## src/rtl/spdif_rx_pkg.sv

```systemverilog
package spdif_rx_pkg;
   // control word bit positions
   localparam int CTL_MUTE      = 0;
   localparam int CTL_EXTCLK    = 1;
   localparam int CTL_RXRST     = 2;
   localparam int CTL_NAEXT     = 3;
   localparam int CTL_IRQ_RISE  = 4;
   localparam int CTL_IRQ_FALL  = 5;
   localparam int CTL_BITS      = 6;

   // status word bit positions
   localparam int ST_VALID      = 0;
   localparam int ST_NONAUDIO   = 1;
   localparam int ST_NOSTREAM   = 2;
   localparam int ST_BIPH       = 3;
   localparam int ST_PARITY     = 4;
   localparam int ST_LOCK       = 5;
   localparam int ST_CS_LSB     = 8;

   // sticky event vector order
   localparam int SK_VALID      = 0;
   localparam int SK_NOSTREAM   = 1;
   localparam int SK_BIPH       = 2;
   localparam int SK_PARITY     = 3;
   localparam int SK_LOCK       = 4;
   localparam int SK_COUNT      = 5;

   localparam int ADDR_CTRL     = 0;
   localparam int ADDR_STAT     = 1;

   typedef struct packed {
      logic irq_fall_en;
      logic irq_rise_en;
      logic na_ext_en;
      logic rx_rst;
      logic ext_clk;
      logic mute;
   } ctl_t;
endpackage

```

## src/rtl/spdif_rx_ctl_reg.sv

```systemverilog
module spdif_rx_ctl_reg
   import spdif_rx_pkg::*;
#(
   parameter int DATA_W = 16
) (
   input  logic              clk,
   input  logic              rst_n,
   input  logic              wr_en,
   input  logic [DATA_W-1:0] wdata,
   output ctl_t              ctl,
   output logic [DATA_W-1:0] ctl_word
);
   localparam int PAD_W = DATA_W - CTL_BITS;

   generate
      if (PAD_W < 1) begin : g_bad_width
         $error("spdif_rx_ctl_reg: DATA_W too small for control word");
      end
   endgenerate

   ctl_t ctl_q;

   always_ff @(posedge clk or negedge rst_n) begin
      if (!rst_n) begin
         ctl_q <= '0;
      end else if (wr_en) begin
         ctl_q <= ctl_t'(wdata[CTL_BITS-1:0]);
      end
   end

   assign ctl      = ctl_q;
   assign ctl_word = {{PAD_W{1'b0}}, ctl_q};
endmodule

```

## src/rtl/spdif_rx_sticky.sv

```systemverilog
module spdif_rx_sticky #(
   parameter int N = 5
) (
   input  logic         clk,
   input  logic         rst_n,
   input  logic [N-1:0] set,
   input  logic         clr,
   output logic [N-1:0] q
);
   generate
      if (N < 1) begin : g_bad_n
         $error("spdif_rx_sticky: N must be positive");
      end
      for (genvar i = 0; i < N; i++) begin : g_bit
         logic q_r;
         always_ff @(posedge clk or negedge rst_n) begin
            if (!rst_n) begin
               q_r <= 1'b0;
            end else if (set[i]) begin
               q_r <= 1'b1;
            end else if (clr) begin
               q_r <= 1'b0;
            end
         end
         assign q[i] = q_r;
      end
   endgenerate
endmodule

```

## src/rtl/spdif_rx_nonaudio.sv

```systemverilog
module spdif_rx_nonaudio #(
   parameter int WINDOW = 4096,
   localparam int CW    = $clog2(WINDOW + 1)
) (
   input  logic          clk,
   input  logic          rst_n,
   input  logic          enable,
   input  logic          ext_mode,
   input  logic          frame_stb,
   input  logic          pre_stb,
   input  logic          rise_en,
   input  logic          fall_en,
   output logic          flag,
   output logic [CW-1:0] cnt,
   output logic          irq
);
   localparam logic [CW-1:0] LAST = CW'(WINDOW - 1);
   localparam logic [CW-1:0] FULL = CW'(WINDOW);

   generate
      if (WINDOW < 2) begin : g_bad_window
         $error("spdif_rx_nonaudio: WINDOW must be at least 2");
      end
   endgenerate

   logic          flag_q;
   logic          flag_d;
   logic [CW-1:0] cnt_q;

   always_ff @(posedge clk or negedge rst_n) begin
      if (!rst_n) begin
         flag_q <= 1'b0;
         flag_d <= 1'b0;
         cnt_q  <= '0;
      end else begin
         flag_d <= flag_q;
         if (!enable) begin
            flag_q <= 1'b0;
            cnt_q  <= '0;
         end else if (ext_mode) begin
            if (pre_stb) begin
               flag_q <= 1'b1;
               cnt_q  <= '0;
            end else if (frame_stb && flag_q) begin
               if (cnt_q == LAST) begin
                  flag_q <= 1'b0;
               end
               if (cnt_q != FULL) begin
                  cnt_q <= cnt_q + 1'b1;
               end
            end
         end else begin
            cnt_q <= '0;
            if (frame_stb) begin
               flag_q <= pre_stb;
            end
         end
      end
   end

   assign flag = flag_q;
   assign cnt  = cnt_q;
   assign irq  = (flag_q & ~flag_d & rise_en) | (~flag_q & flag_d & fall_en);
endmodule

```

## src/rtl/spdif_rx_ctrl.sv

```systemverilog
module spdif_rx_ctrl
   import spdif_rx_pkg::*;
#(
   parameter int DATA_W   = 16,
   parameter int ADDR_W   = 2,
   parameter int LANES    = 1,
   parameter int WINDOW   = 4096,
   parameter int CS_BYTES = 5,
   localparam int CSI_W   = $clog2(CS_BYTES)
) (
   input  logic              clk,
   input  logic              rst_n,
   input  logic              bus_wr_en,
   input  logic              bus_rd_en,
   input  logic [ADDR_W-1:0] bus_addr,
   input  logic [DATA_W-1:0] bus_wdata,
   output logic [DATA_W-1:0] bus_rdata,
   input  logic              frame_stb,
   input  logic              na_pre_stb,
   input  logic              ev_validity,
   input  logic              ev_nostream,
   input  logic              ev_biph_err,
   input  logic              ev_par_err,
   input  logic              ev_lock,
   input  logic              cs_vld,
   input  logic [CSI_W-1:0]  cs_idx,
   input  logic [7:0]        cs_byte,
   input  logic [LANES-1:0]  sdata_i,
   input  logic              bclk_i,
   input  logic              fclk_i,
   output logic [LANES-1:0]  sdata_o,
   output logic              bclk_o,
   output logic              fclk_o,
   output logic              clk_ext_sel_o,
   output logic              pll_en_o,
   output logic              rx_en_o,
   output logic              na_irq_o
);
   localparam int CNT_W = $clog2(WINDOW + 1);

   generate
      if (DATA_W < ST_CS_LSB + 8) begin : g_bad_data_w
         $error("spdif_rx_ctrl: DATA_W must hold the channel-status byte");
      end
      if (ADDR_W < 1) begin : g_bad_addr_w
         $error("spdif_rx_ctrl: ADDR_W must be positive");
      end
      if (CS_BYTES < 2) begin : g_bad_cs
         $error("spdif_rx_ctrl: CS_BYTES must be at least 2");
      end
      if (LANES < 1) begin : g_bad_lanes
         $error("spdif_rx_ctrl: LANES must be positive");
      end
   endgenerate

   // ---------------- bus decode ----------------
   logic sel_ctrl;
   logic sel_stat;
   logic ctl_wr;
   logic rd_clr;

   assign sel_ctrl = (bus_addr == ADDR_W'(ADDR_CTRL));
   assign sel_stat = (bus_addr == ADDR_W'(ADDR_STAT));
   assign ctl_wr   = bus_wr_en & sel_ctrl;
   assign rd_clr   = bus_rd_en & sel_stat;

   // ---------------- control ----------------
   ctl_t              ctl;
   logic [DATA_W-1:0] ctl_word;

   spdif_rx_ctl_reg #(.DATA_W(DATA_W)) u_ctl (
      .clk      (clk),
      .rst_n    (rst_n),
      .wr_en    (ctl_wr),
      .wdata    (bus_wdata),
      .ctl      (ctl),
      .ctl_word (ctl_word)
   );

   logic rx_active;
   logic ext_act;

   assign rx_active = ~ctl.rx_rst;
   assign ext_act   = ctl.na_ext_en & ~ctl.ext_clk;

   // ---------------- sticky flags ----------------
   logic [SK_COUNT-1:0] ev_raw;
   logic [SK_COUNT-1:0] ev_set;
   logic [SK_COUNT-1:0] sticky;

   always_comb begin
      ev_raw              = '0;
      ev_raw[SK_VALID]    = ev_validity;
      ev_raw[SK_NOSTREAM] = ev_nostream;
      ev_raw[SK_BIPH]     = ev_biph_err;
      ev_raw[SK_PARITY]   = ev_par_err;
      ev_raw[SK_LOCK]     = ev_lock;
   end

   assign ev_set = ev_raw & {SK_COUNT{rx_active}};

   spdif_rx_sticky #(.N(SK_COUNT)) u_sticky (
      .clk   (clk),
      .rst_n (rst_n),
      .set   (ev_set),
      .clr   (rd_clr),
      .q     (sticky)
   );

   // ---------------- non-audio detector ----------------
   logic             na_flag;
   logic [CNT_W-1:0] na_cnt;

   spdif_rx_nonaudio #(.WINDOW(WINDOW)) u_na (
      .clk       (clk),
      .rst_n     (rst_n),
      .enable    (rx_active),
      .ext_mode  (ext_act),
      .frame_stb (frame_stb),
      .pre_stb   (na_pre_stb),
      .rise_en   (ctl.irq_rise_en),
      .fall_en   (ctl.irq_fall_en),
      .flag      (na_flag),
      .cnt       (na_cnt),
      .irq       (na_irq_o)
   );

   // ---------------- channel-status low byte ----------------
   logic [7:0] cs_low;

   always_ff @(posedge clk or negedge rst_n) begin
      if (!rst_n) begin
         cs_low <= '0;
      end else if (rx_active && cs_vld && (cs_idx == '0)) begin
         cs_low <= cs_byte;
      end
   end

   // ---------------- status word and read port ----------------
   logic [DATA_W-1:0] stat_word;

   always_comb begin
      stat_word                          = '0;
      stat_word[ST_VALID]                = sticky[SK_VALID];
      stat_word[ST_NONAUDIO]             = na_flag;
      stat_word[ST_NOSTREAM]             = sticky[SK_NOSTREAM];
      stat_word[ST_BIPH]                 = sticky[SK_BIPH];
      stat_word[ST_PARITY]               = sticky[SK_PARITY];
      stat_word[ST_LOCK]                 = sticky[SK_LOCK];
      stat_word[ST_CS_LSB +: 8]          = cs_low;
   end

   always_ff @(posedge clk or negedge rst_n) begin
      if (!rst_n) begin
         bus_rdata <= '0;
      end else if (bus_rd_en) begin
         if (sel_stat) begin
            bus_rdata <= stat_word;
         end else if (sel_ctrl) begin
            bus_rdata <= ctl_word;
         end else begin
            bus_rdata <= '0;
         end
      end
   end

   // ---------------- output gating ----------------
   logic data_block;

   assign data_block = ctl.mute | ctl.rx_rst;

   generate
      for (genvar l = 0; l < LANES; l++) begin : g_lane
         assign sdata_o[l] = sdata_i[l] & ~data_block;
      end
   endgenerate

   assign bclk_o        = bclk_i;
   assign fclk_o        = fclk_i;
   assign clk_ext_sel_o = ctl.ext_clk;
   assign rx_en_o       = rx_active;
   assign pll_en_o      = rx_active & ~ctl.ext_clk;
endmodule

```

## config.mk

```make
export PLATFORM = sky130hd
export DESIGN_NAME = spdif_rx_ctrl
export DESIGN_NICKNAME = d
export VERILOG_FILES = /design/src/rtl/spdif_rx_pkg.sv /design/src/rtl/spdif_rx_ctl_reg.sv /design/src/rtl/spdif_rx_sticky.sv /design/src/rtl/spdif_rx_nonaudio.sv /design/src/rtl/spdif_rx_ctrl.sv
export SDC_FILE = /design/constraint.sdc
export NUM_CORES = 1
export LEC_CHECK = 0
export ABC_AREA = 1
export BUFFER_PORTS_ARGS = -buffer_cell sky130_fd_sc_hd__buf_2
export CORE_MARGIN = 4
export CORE_UTILIZATION = 55
export CTS_BUF_LIST = sky130_fd_sc_hd__clkbuf_2 sky130_fd_sc_hd__clkbuf_4 sky130_fd_sc_hd__clkbuf_8
export DETAILED_ROUTE_END_ITERATION = 6
export GPL_TIMING_DRIVEN = 0
export PLACE_DENSITY_LB_ADDON = 0.3
export REMOVE_ABC_BUFFERS = 1
export SLEW_MARGIN = 10
export SYNTH_ARGS = -nofsm -noshare
export SYNTH_HDL_FRONTEND = slang
export SYNTH_SLANG_ARGS = --single-unit
```

## constraint.sdc

```tcl
create_clock -name clk -period 3.35 [get_ports clk]
set_clock_uncertainty 0.15 [all_clocks]
set_input_delay 0 -clock clk [delete_from_list [all_inputs] [get_ports clk]]
set_output_delay 0 -clock clk [all_outputs]
set_load 0.005 [all_outputs]
```

==> results of run 1 <==
[power groups by stage]
stage               Combinational (W)  Sequential (W)  Clock (W)
floorplan                    0.000108        0.000694          0
global placement             0.000190        0.000696          0
detailed placement           0.000198        0.000698          0
CTS                          0.000221        0.000688   0.000467
global route                 0.000256        0.000698   0.000484
finish                       0.000223        0.000689   0.000458
[metrics by stage]
step	utilization	instance area (sq um)	cells	hold WS, ns	setup WS [ns]
2_1_floorplan	-	2310	286	-0.446	1.66
3_3_place_gp	0.642	2620	386	-0.150	1.27
3_5_place_dp	0.642	2620	386	-0.150	1.21
4_1_cts	0.737	3010	420	0.0363	1.19
5_1_grt	0.737	3010	420	0.0796	0.998
6_report	0.737	3010	420	0.0719	1.15
[layer usage]
layer / up-vias / GRT usage / share of wire
li1: 1073 / - / -
met1: 1010 / 0.299 / 0.41
met2: 71 / 0.386 / 0.50
met3: 19 / 0.0575 / 0.058
met4: 0 / 0.121 / 0.032
met5: - / 0 / 0
[area by class of cell]
cell class,instances,area (sq um),area share
Clock buffer,7,96.3,0.0320
Tap cell,50,62.6,0.0208
Clock inverter,1,30.0,0.00998
Sequential cell,48,1200,0.399
Timing Repair Buffer,76,510,0.170
Inverter,45,169,0.0561
Multi-Input combinational cell,193,941,0.313
[synthesized netlist by cell type (2+ instances only)]
library cell  count  area (sq um)
nand4_1           2          12.5
o221ai_1          5          43.8
buf_4             4          30.0
nand2_2           5          31.3
clkbuf_1          4          15.0
mux2_2            2          22.5
o21ai_1           4          20.0
nor2_1           35           131
inv_1            41           154
dfrtp_1          48          1200
nand3_1          24           120
a21oi_1          16          80.1
inv_2             4          15.0
o21ai_0          13          65.1
nor2_2            4          25.0
nand2_4           2          22.5
nand2_1          68           255
ha_1              2          25.0
[flip-flops by register name, summed over array words and instances, names as in the netlist]
register and flops:
u_ctl.ctl 6, bus_rdata 14, u_na.flag 1, u_na.flag_d 1, u_na.cnt 13, u_sticky.g_bit.q_r 5
cs_low 8
[placed cells by master (no fill, tap or decap), types with 5 or more instances in the layout]
cell type and n:
o21ai_0 13, dlygate4sd3_1 26, clkbuf_8 7, nand3_1 24
nor2_1 35, inv_1 41, buf_2 50, nand2_1 68
dfrtp_1 48, a21oi_1 16, nand2_2 5, o221ai_1 5
[kinds of logic after synthesis]
group           after synthesis  synth area share
simple gates                144             0.269
buf+inv                      55            0.0972
flops                        48             0.507
compound gates               43             0.105
mux                           2           0.00951
fa+ha+maj                     2            0.0106
other cells                   1           0.00158
[what timing repair did]
item / in CTS / in global routing
hold endpoints to repair: 76 / 0
hold buffers: 26 / 0
setup buffers: 0 / 0
[worst paths after layout]
path | startpoint | to
setup / recovery | u_ctl.ctl[2] | cs_low[7]
hold / removal | bus_addr[1] | bus_rdata[2]
setup reg to reg | u_ctl.ctl[2] | cs_low[7]
hold reg to reg | u_na.flag | u_na.flag_d
max in group asynchronous | rst_n | bus_rdata[3]
min in group asynchronous | rst_n | u_na.cnt[4]
[critical path, delay by kind of cell (launching register included)]
family / cells / cell delay, ns
mux: 1 / 0.46
buf+inv: 1 / 0.46
flops: 1 / 0.43
simple gates: 1 / 0.57
==> run_results.csv, run 1 <==
group,metric,value,unit
detailed_routing,vias,2173,
detailed_routing,wirelength,5.87,mm
floorplan,initial_utilization,0.580,
place,dp_hpwl,3.79,mm
final_layout,n_fill_cell,301,
synthesis,synth_enable_flop_cells,0,
cts,cts.sinks,48,
global_routing,antenna_found_initial,0,
worst_hold_path,min_path_cells,4,
global_routing,grt_max_degree,49,
synthesis,synth_area,0.00237,sq mm
sta,rsz0062_at_grt,"false",
floorplan,fp.coreArea,0.00409,sq mm
sta,period_share,0.657,
power,p_leak,1.55,nW
place,place_congestion,0.879,
critical_path,cp_data_required_time,3.38,ns
flow_run,drv_cap,0,
floorplan,core.rowCount,23,
final_layout,final_nets,415,
cts,cts_max_path_buffers,2,
global_routing,grt_first_pass_wirelength,9.87,mm
detailed_routing,wl_per_cell,14.0,microns
status,outcome,"finished, final reports clean",
power,p_sw,0.000355,W
detailed_routing,ant_nets,0,
synthesis,syn-instance-count,295,
sta,tightest_slew,1.05,ns
sta,fmax,454,MHz
cts,cts_resized,0,
critical_path,arrival,2.24,ns
detailed_routing,viasPerCell,5.17,
cts,numCtsBuffers,5,
synthesis,yosys_warnings,0,
synthesis,ys.flop_type,"dfrtp_1",
worst_hold_path,min_path_type,"in -> reg",
floorplan,dieHeight,73.6,microns
floorplan,ios,67,
critical_path,crit_type,"reg -> reg",
critical_path,max_stage_delay,0.57,ns
cts,clock_latency,0.31,ns
cts,root_buffer,"clkbuf_8",
synthesis,synth_seq_cells,48,
power,clkPwrFrac,0.334,
critical_path,crit_path_start_kind,"register",
sta,relSlewSlack,0.298,
power,p_per_area,455,mW/mm^2
power,p_seq_frac,0.503,
detailed_routing,drt_first_pass_iters,4,
cts,path_clk_slew,0.10,ns
final_layout,syn_to_final_growth,27.1,%
sta,setup_tns,0,ns
synthesis,ys_types,30,
critical_path,crit_fanout,16,
synthesis,ys_async_sr_fraction,1.00,
final_layout,drive_above_1_share,0.208,
global_routing,grt_overflow,0,
floorplan,die_x,73.6,microns
detailed_routing,drc,0,
synthesis,yosysSeqAreaShare,0.507,
power,power,0.00137,W
sta,setup_violations,0,
power,max-vdd-ir-drop,0.344,mV
global_routing,grt_usage,0.239,
critical_path,crit_path_end_kind,"register",
synthesis,avgSynthCellArea,8.03,sq um
floorplan,die_area,0.00542,sq mm
cts,cts_tree,"yes",
critical_path,slowest_stage,"nand3_1",
power,p_int,0.00101,W
power,p_comb_frac,0.163,
critical_path,r2r_cells,3,
critical_path,cp_cell_sequence,"inv_1 -> nand3_1 -> mux2_2",
sta,drv_slew,0,
sta,hold_viol,0,
global_routing,grt_pass1_vias,2196,
place,portBuffers,50,
sta,finalCriticalPeriod,2.20,ns
critical_path,regToRegSetupSlack,1.15,ns
power,swShare,0.259,
final_layout,n_antenna_cell,0,
cts,htreeDepth,2,
detailed_routing,drt_iter0_markers,110,
No activity file was read; power rests on OpenSTA's default activity.
==> run 2, diff against run 1 <==
--- a/config.mk
+++ b/config.mk
@@ -8,7 +8,7 @@
 export ABC_AREA = 1
 export BUFFER_PORTS_ARGS = -buffer_cell sky130_fd_sc_hd__buf_2
 export CORE_MARGIN = 4
-export CORE_UTILIZATION = 55
+export CORE_UTILIZATION = 54
 export CTS_BUF_LIST = sky130_fd_sc_hd__clkbuf_2 sky130_fd_sc_hd__clkbuf_4 sky130_fd_sc_hd__clkbuf_8
 export DETAILED_ROUTE_END_ITERATION = 6
 export GPL_TIMING_DRIVEN = 0
==> constraint.sdc (replaced) <==
create_clock -name clk -period 2.2 [get_ports clk]
set_clock_uncertainty 0.15 [all_clocks]
set_input_delay 0 -clock clk [delete_from_list [all_inputs] [get_ports clk]]
set_output_delay 0 -clock clk [all_outputs]
set_load 0.005 [all_outputs]
==> run 2 against run 1 <==
  * Worst setup slack worse by 0.85 ns
  * Total power is 42% higher
  * Non-clock buffer count did not move
  * Die area rose by 1.7%
  * Clock power rose by 18%
  * Routed wire length up 2.3%
  * Design area down 0.96%
  * Critical path depth increased by 4
==> run_results.csv, run 2 (synthesis gave the netlist of run 1 again) <==
group,metric,value,unit
floorplan,fp.coreArea,0.00412,sq mm
power,max-vdd-ir-drop,0.623,mV
sta,relSlewSlack,0.321,
detailed_routing,wl_met2,3.10,mm
cts,clock_latency,0.30,ns
final_layout,n_fill_cell,298,
sta,hold_viol,0,
critical_path,crit_type,"reg -> reg",
critical_path,crit_fanout,16,
critical_path,crit_path_start_kind,"register",
floorplan,ios,67,
cts,cts_setup_buffers,0,
worst_hold_path,min_path_type,"in -> reg",
final_layout,seq_area,0.00120,sq mm
global_routing,grt_max_degree,49,
global_routing,grt_pass1_vias,2188,
final_layout,multiInputGateArea,946,sq um
place,place_congestion,0.915,
flow_run,drv_cap,0,
cts,cts_max_path_buffers,2,
critical_path,slowest_stage,"inv_1",
global_routing,antenna_found_initial,0,
status,outcome,"finished, final reports clean",
critical_path,arrival,1.99,ns
final_layout,drive_above_1_share,0.211,
critical_path,r2r_cells,7,
final_layout,syn_to_final_growth,25.9,%
final_layout,top_register,"bus_rdata",
cts,numCtsBuffers,5,
detailed_routing,drt_iter0_markers,181,
sta,fin_ws,0.294,ns
cts,cts_tree,"yes",
final_layout,final_nets,415,
detailed_routing,ant_nets,0,
cts,root_buffer,"clkbuf_8",
power,p_per_area,650,mW/mm^2
place,dp_hpwl,3.82,mm
place,pre_cts_ws,0.159,ns
detailed_routing,top_layer_used,"met4",
sta,drv_slew,0,
critical_path,crit_path_end_kind,"register",
sta,period_share,0.866,
cts,htreeDepth,2,
detailed_routing,drc,0,
cts,path_clk_slew,0.09,ns
place,portBuffers,50,
global_routing,grt_overflow,0,
worst_hold_path,min_path_cells,3,
final_layout,mostFrequentLayoutCells,"nand2_1 (68), buf_2 (50), dfrtp_1 (48)",
detailed_routing,wl_per_cell,14.3,microns
final_layout,final_common_cell,"nand2_1",
sta,tightest_slew,1.02,ns
sta,setup_tns,0,ns
floorplan,die_x,74.2,microns
detailed_routing,drt_first_pass_iters,4,
critical_path,cp_data_required_time,2.28,ns
detailed_routing,wirelength,6.00,mm
sta,finalCriticalPeriod,1.91,ns
sta,setup_violations,0,
critical_path,cp_cell_sequence,"inv_1 -> nand2_2 -> inv_2 -> nand2_4 -> inv_1 -> nor2_1 -> a21oi_1",
floorplan,initial_utilization,0.576,
final_layout,largest_reg_flops,14,
cts,cts.sinks,48,
detailed_routing,wl_met1,2.41,mm
global_routing,grt_first_pass_wirelength,10.1,mm
sta,rsz0062_at_grt,"false",
power,p_leak,1.54,nW
floorplan,die_area,0.00551,sq mm
floorplan,dieHeight,74.2,microns
global_routing,grt_usage,0.237,
critical_path,max_stage_delay,0.44,ns
detailed_routing,vias,2210,
detailed_routing,viasPerCell,5.26,
detailed_routing,wl_met3,393,microns
floorplan,core.rowCount,23,
critical_path,crit_top_cell,"inv_1",
sta,fmax,525,MHz
final_layout,n_antenna_cell,0,
## run 2: cell types whose count changed in the layout (fill, tap and decap cells not counted), sizes merged
| cell | previous run | this run |
|---|---|---|
| clkbuf | 7 | 6 |
| bufinv | 1 | 0 |
| clkinv | 0 | 2 |
## run 2: path summary, 6_finish.rpt
| check | slack, ns | end | from |
|---|---|---|---|
| hold / removal | 0.01 | cs_low[6] | cs_vld |
| min in group asynchronous | 0.26 | u_na.flag | rst_n |
| max in group asynchronous | 1.02 | u_sticky.g_bit[2].q_r | rst_n |
| setup reg to reg | 0.29 | u_na.cnt[9] | u_ctl.ctl[2] |
| setup / recovery | 0.29 | u_na.cnt[9] | u_ctl.ctl[2] |
| hold reg to reg | 0.32 | u_na.flag_d | u_na.flag |
## run 2: cell type report
type                            instances  share of cell area
Sequential cell                        48               0.403
Tap cell                               50              0.0210
Multi-Input combinational cell        193               0.317
Inverter                               45              0.0567
Timing Repair Buffer                   76               0.171
Clock buffer                            6              0.0277
Clock inverter                          2             0.00336
## run 2: critical path, delay by kind of cell, from the launching register on
kind | cells | cell delay, ns
compound gates | 1 | 0.12
simple gates | 3 | 0.38
flops | 1 | 0.42
buf+inv | 3 | 0.76
## run 2: where the power goes
part | internal (W) | switching, W
clock | 0.000251 | 0.000291
combinational | 0.000147 | 0.000198
sequential | 0.000996 | 0.0000560
total | 0.00139 | 0.000544
## run 2: through the flow
stage | hold WS, ns | power [W] | instance area (sq um) | util | instances
2_1_floorplan | -0.446 | 0.00122 | 2310 | - | 286
3_3_place_gp | -0.150 | 0.00135 | 2620 | 0.638 | 386
3_5_place_dp | -0.150 | 0.00137 | 2620 | 0.638 | 386
4_1_cts | 0.0466 | 0.00194 | 2980 | 0.723 | 420
5_1_grt | 0.0220 | 0.00203 | 2980 | 0.725 | 420
6_report | 0.0138 | 0.00194 | 2980 | 0.725 | 420
## run 2: repair_timing
action | CTS | global route
endpoints found under the setup margin | 0 | 1
resized for setup | 0 | 1
hold endpoints to repair | 75 | 0
hold buffers | 26 | 0
## run 2: per-layer routing
| metal | track usage | vias to the layer above |
|---|---|---|
| met1 | 0.297 | 1043 |
| met4 | 0.0751 | 0 |
| li1 | - | 1067 |
| met5 | 0 | - |
| met2 | 0.405 | 88 |
| met3 | 0.0595 | 12 |
==> run 3, diff against run 2 <==
==> constraint.sdc (replaced) <==
create_clock -name clk -period 2 [get_ports clk]
set_clock_uncertainty 0.15 [all_clocks]
set_input_delay 0 -clock clk [delete_from_list [all_inputs] [get_ports clk]]
set_output_delay 0 -clock clk [all_outputs]
set_load 0.005 [all_outputs]
==> run 3 against run 2 <==
  * Sequential power is 10% higher
  * Count of clock-buffer cells in the layout stayed put
  * Via count is 0.77% higher
  * Sequential share of layout area is 0.051 points lower
  * Total power is 10% higher
  * Clock power is 10% higher
  * Cell count stayed put
  * Die area stayed put
  * Core utilization is 0.091 points higher
  * Critical endpoint unchanged
==> run_results.csv, run 3 (synthesis gave the netlist of run 1 again) <==
group,metric,value,unit
global_routing,antenna_found_initial,0,
sta,hold_viol,0,
final_layout,mostFrequentLayoutCells,"nand2_1 (68), buf_2 (50), dfrtp_1 (48)",
sta,setup_tns,0,ns
critical_path,crit_path_end_kind,"register",
critical_path,startpoint,"u_ctl.ctl[2]",
global_routing,grt_max_degree,49,
global_routing,grt_pass1_vias,2195,
sta,relSlewSlack,0.315,
floorplan,die_area,0.00551,sq mm
critical_path,crit_fanout,16,
cts,clock_latency,0.30,ns
power,p_leak,1.53,nW
floorplan,dieHeight,74.2,microns
place,place_area,0.00262,sq mm
worst_hold_path,min_path_type,"in -> reg",
status,outcome,"finished, final reports clean",
floorplan,fp.coreArea,0.00412,sq mm
cts,cts.sinks,48,
final_layout,syn_to_final_growth,26.0,%
sta,period_share,0.925,
critical_path,max_stage_delay,0.45,ns
final_layout,final_common_cell,"nand2_1",
place,place_congestion,0.915,
critical_path,arrival,1.90,ns
power,p_per_area,717,mW/mm^2
critical_path,cp_cell_sequence,"clkinvlp_4 -> nand2_2 -> inv_2 -> nand2_4 -> inv_1 -> nor2_1 -> a21oi_1",
final_layout,design_area,0.00299,sq mm
critical_path,crit_type,"reg -> reg",
flow_run,drv_cap,0,
cts,cts_tree,"yes",
global_routing,grt_first_pass_wirelength,10.1,mm
cts,root_buffer,"clkbuf_8",
final_layout,top_register,"bus_rdata",
cts,numCtsBuffers,5,
detailed_routing,wl_per_cell,14.5,microns
sta,rsz0062_at_grt,"false",
detailed_routing,vias,2227,
detailed_routing,ant_nets,0,
critical_path,cp_data_required_time,2.05,ns
place,dp_hpwl,3.82,mm
critical_path,slowest_stage,"dfrtp_1",
detailed_routing,viasPerCell,5.30,
global_routing,grt_overflow,0,
sta,fin_ws,0.150,ns
cts,cts_setup_buffers,0,
cts,path_clk_slew,0.09,ns
critical_path,crit-reg2reg-launch,"u_ctl.ctl[2]",
final_layout,drive_above_1_share,0.214,
floorplan,die_x,74.2,microns
final_layout,n_fill_cell,303,
final_layout,largest_reg_flops,14,
cts,cts_max_path_buffers,2,
sta,fmax,540,MHz
detailed_routing,drc,0,
place,pre_cts_ws,-0.0405,ns
floorplan,ios,67,
critical_path,crit_path_start_kind,"register",
detailed_routing,wirelength,6.07,mm
floorplan,initial_utilization,0.576,
power,max-vdd-ir-drop,0.692,mV
sta,finalCriticalPeriod,1.85,ns
sta,drv_slew,0,
place,portBuffers,50,
sta,tightest_slew,1.03,ns
cts,htreeDepth,2,
detailed_routing,drt_first_pass_iters,4,
worst_hold_path,hold_start,"cs_vld",
floorplan,core.rowCount,23,
final_layout,final_nets,415,
sta,setup_violations,0,
detailed_routing,drt_iter0_markers,177,
final_layout,n_antenna_cell,0,
global_routing,grt_usage,0.237,
run 3: cell count changes in the layout (fill, tap and decap cells not counted), sizes merged:
cell and change:
clkinvlp +1, inv -1
run 3: power breakdown:
group          internal [W]  leakage [nW]  switching, W
Sequential          0.00110         0.597     0.0000651
Combinational      0.000163         0.882      0.000220
Clock              0.000276        0.0510      0.000321
run 3: worst paths after layout:
check | endpoint | depth (start not counted) | slack [ns]
setup / recovery | u_na.cnt[9] | 7 | 0.15
hold / removal | cs_low[6] | 3 | 0.02
setup reg to reg | u_na.cnt[9] | 7 | 0.15
hold reg to reg | u_na.flag_d | 0 | 0.33
max in group asynchronous | bus_rdata[2] | 2 | 0.81
min in group asynchronous | u_na.cnt[4] | 2 | 0.26
run 3: area by class of cell:
cell class	instances	area, sq um	area share
multi-input combinational	193	946	0.317
inverter	45	173	0.0578
clock inverter	2	10.0	0.00335
sequential	48	1200	0.402
clock buffer	6	82.6	0.0277
tap	50	62.6	0.0210
timing repair buffer	76	510	0.171
run 3: stage by stage:
step,power [W],hold WS (ns),util,std cells
2_1_floorplan,0.00134,-0.446,-,286
3_3_place_gp,0.00148,-0.150,0.638,386
3_5_place_dp,0.00150,-0.150,0.638,386
4_1_cts,0.00213,0.00844,0.725,420
5_1_grt,0.00224,0.0261,0.725,420
6_report,0.00214,0.0189,0.725,420
run 3: worst max-delay path: cells and delay by family (launching register included):
kind / cells / cell delay (ns)
buf+inv: 3 / 0.54
compound gates: 1 / 0.06
flops: 1 / 0.45
simple gates: 3 / 0.54
run 3: timing repair:
item                                    in CTS  in global routing
hold buffers                                26                  0
endpoints found under the setup margin       1                  2
hold endpoints to repair                    75                  0
resized for setup                            1                  1
run 3: metal layers:
layer / global-route usage / up-vias / routed length (microns)
met5: 0 / - / 0
met4: 0.0692 / 0 / 105
met3: 0.0514 / 12 / 333
met2: 0.409 / 73 / 3160
met1: 0.300 / 1073 / 2480
li1: - / 1069 / -
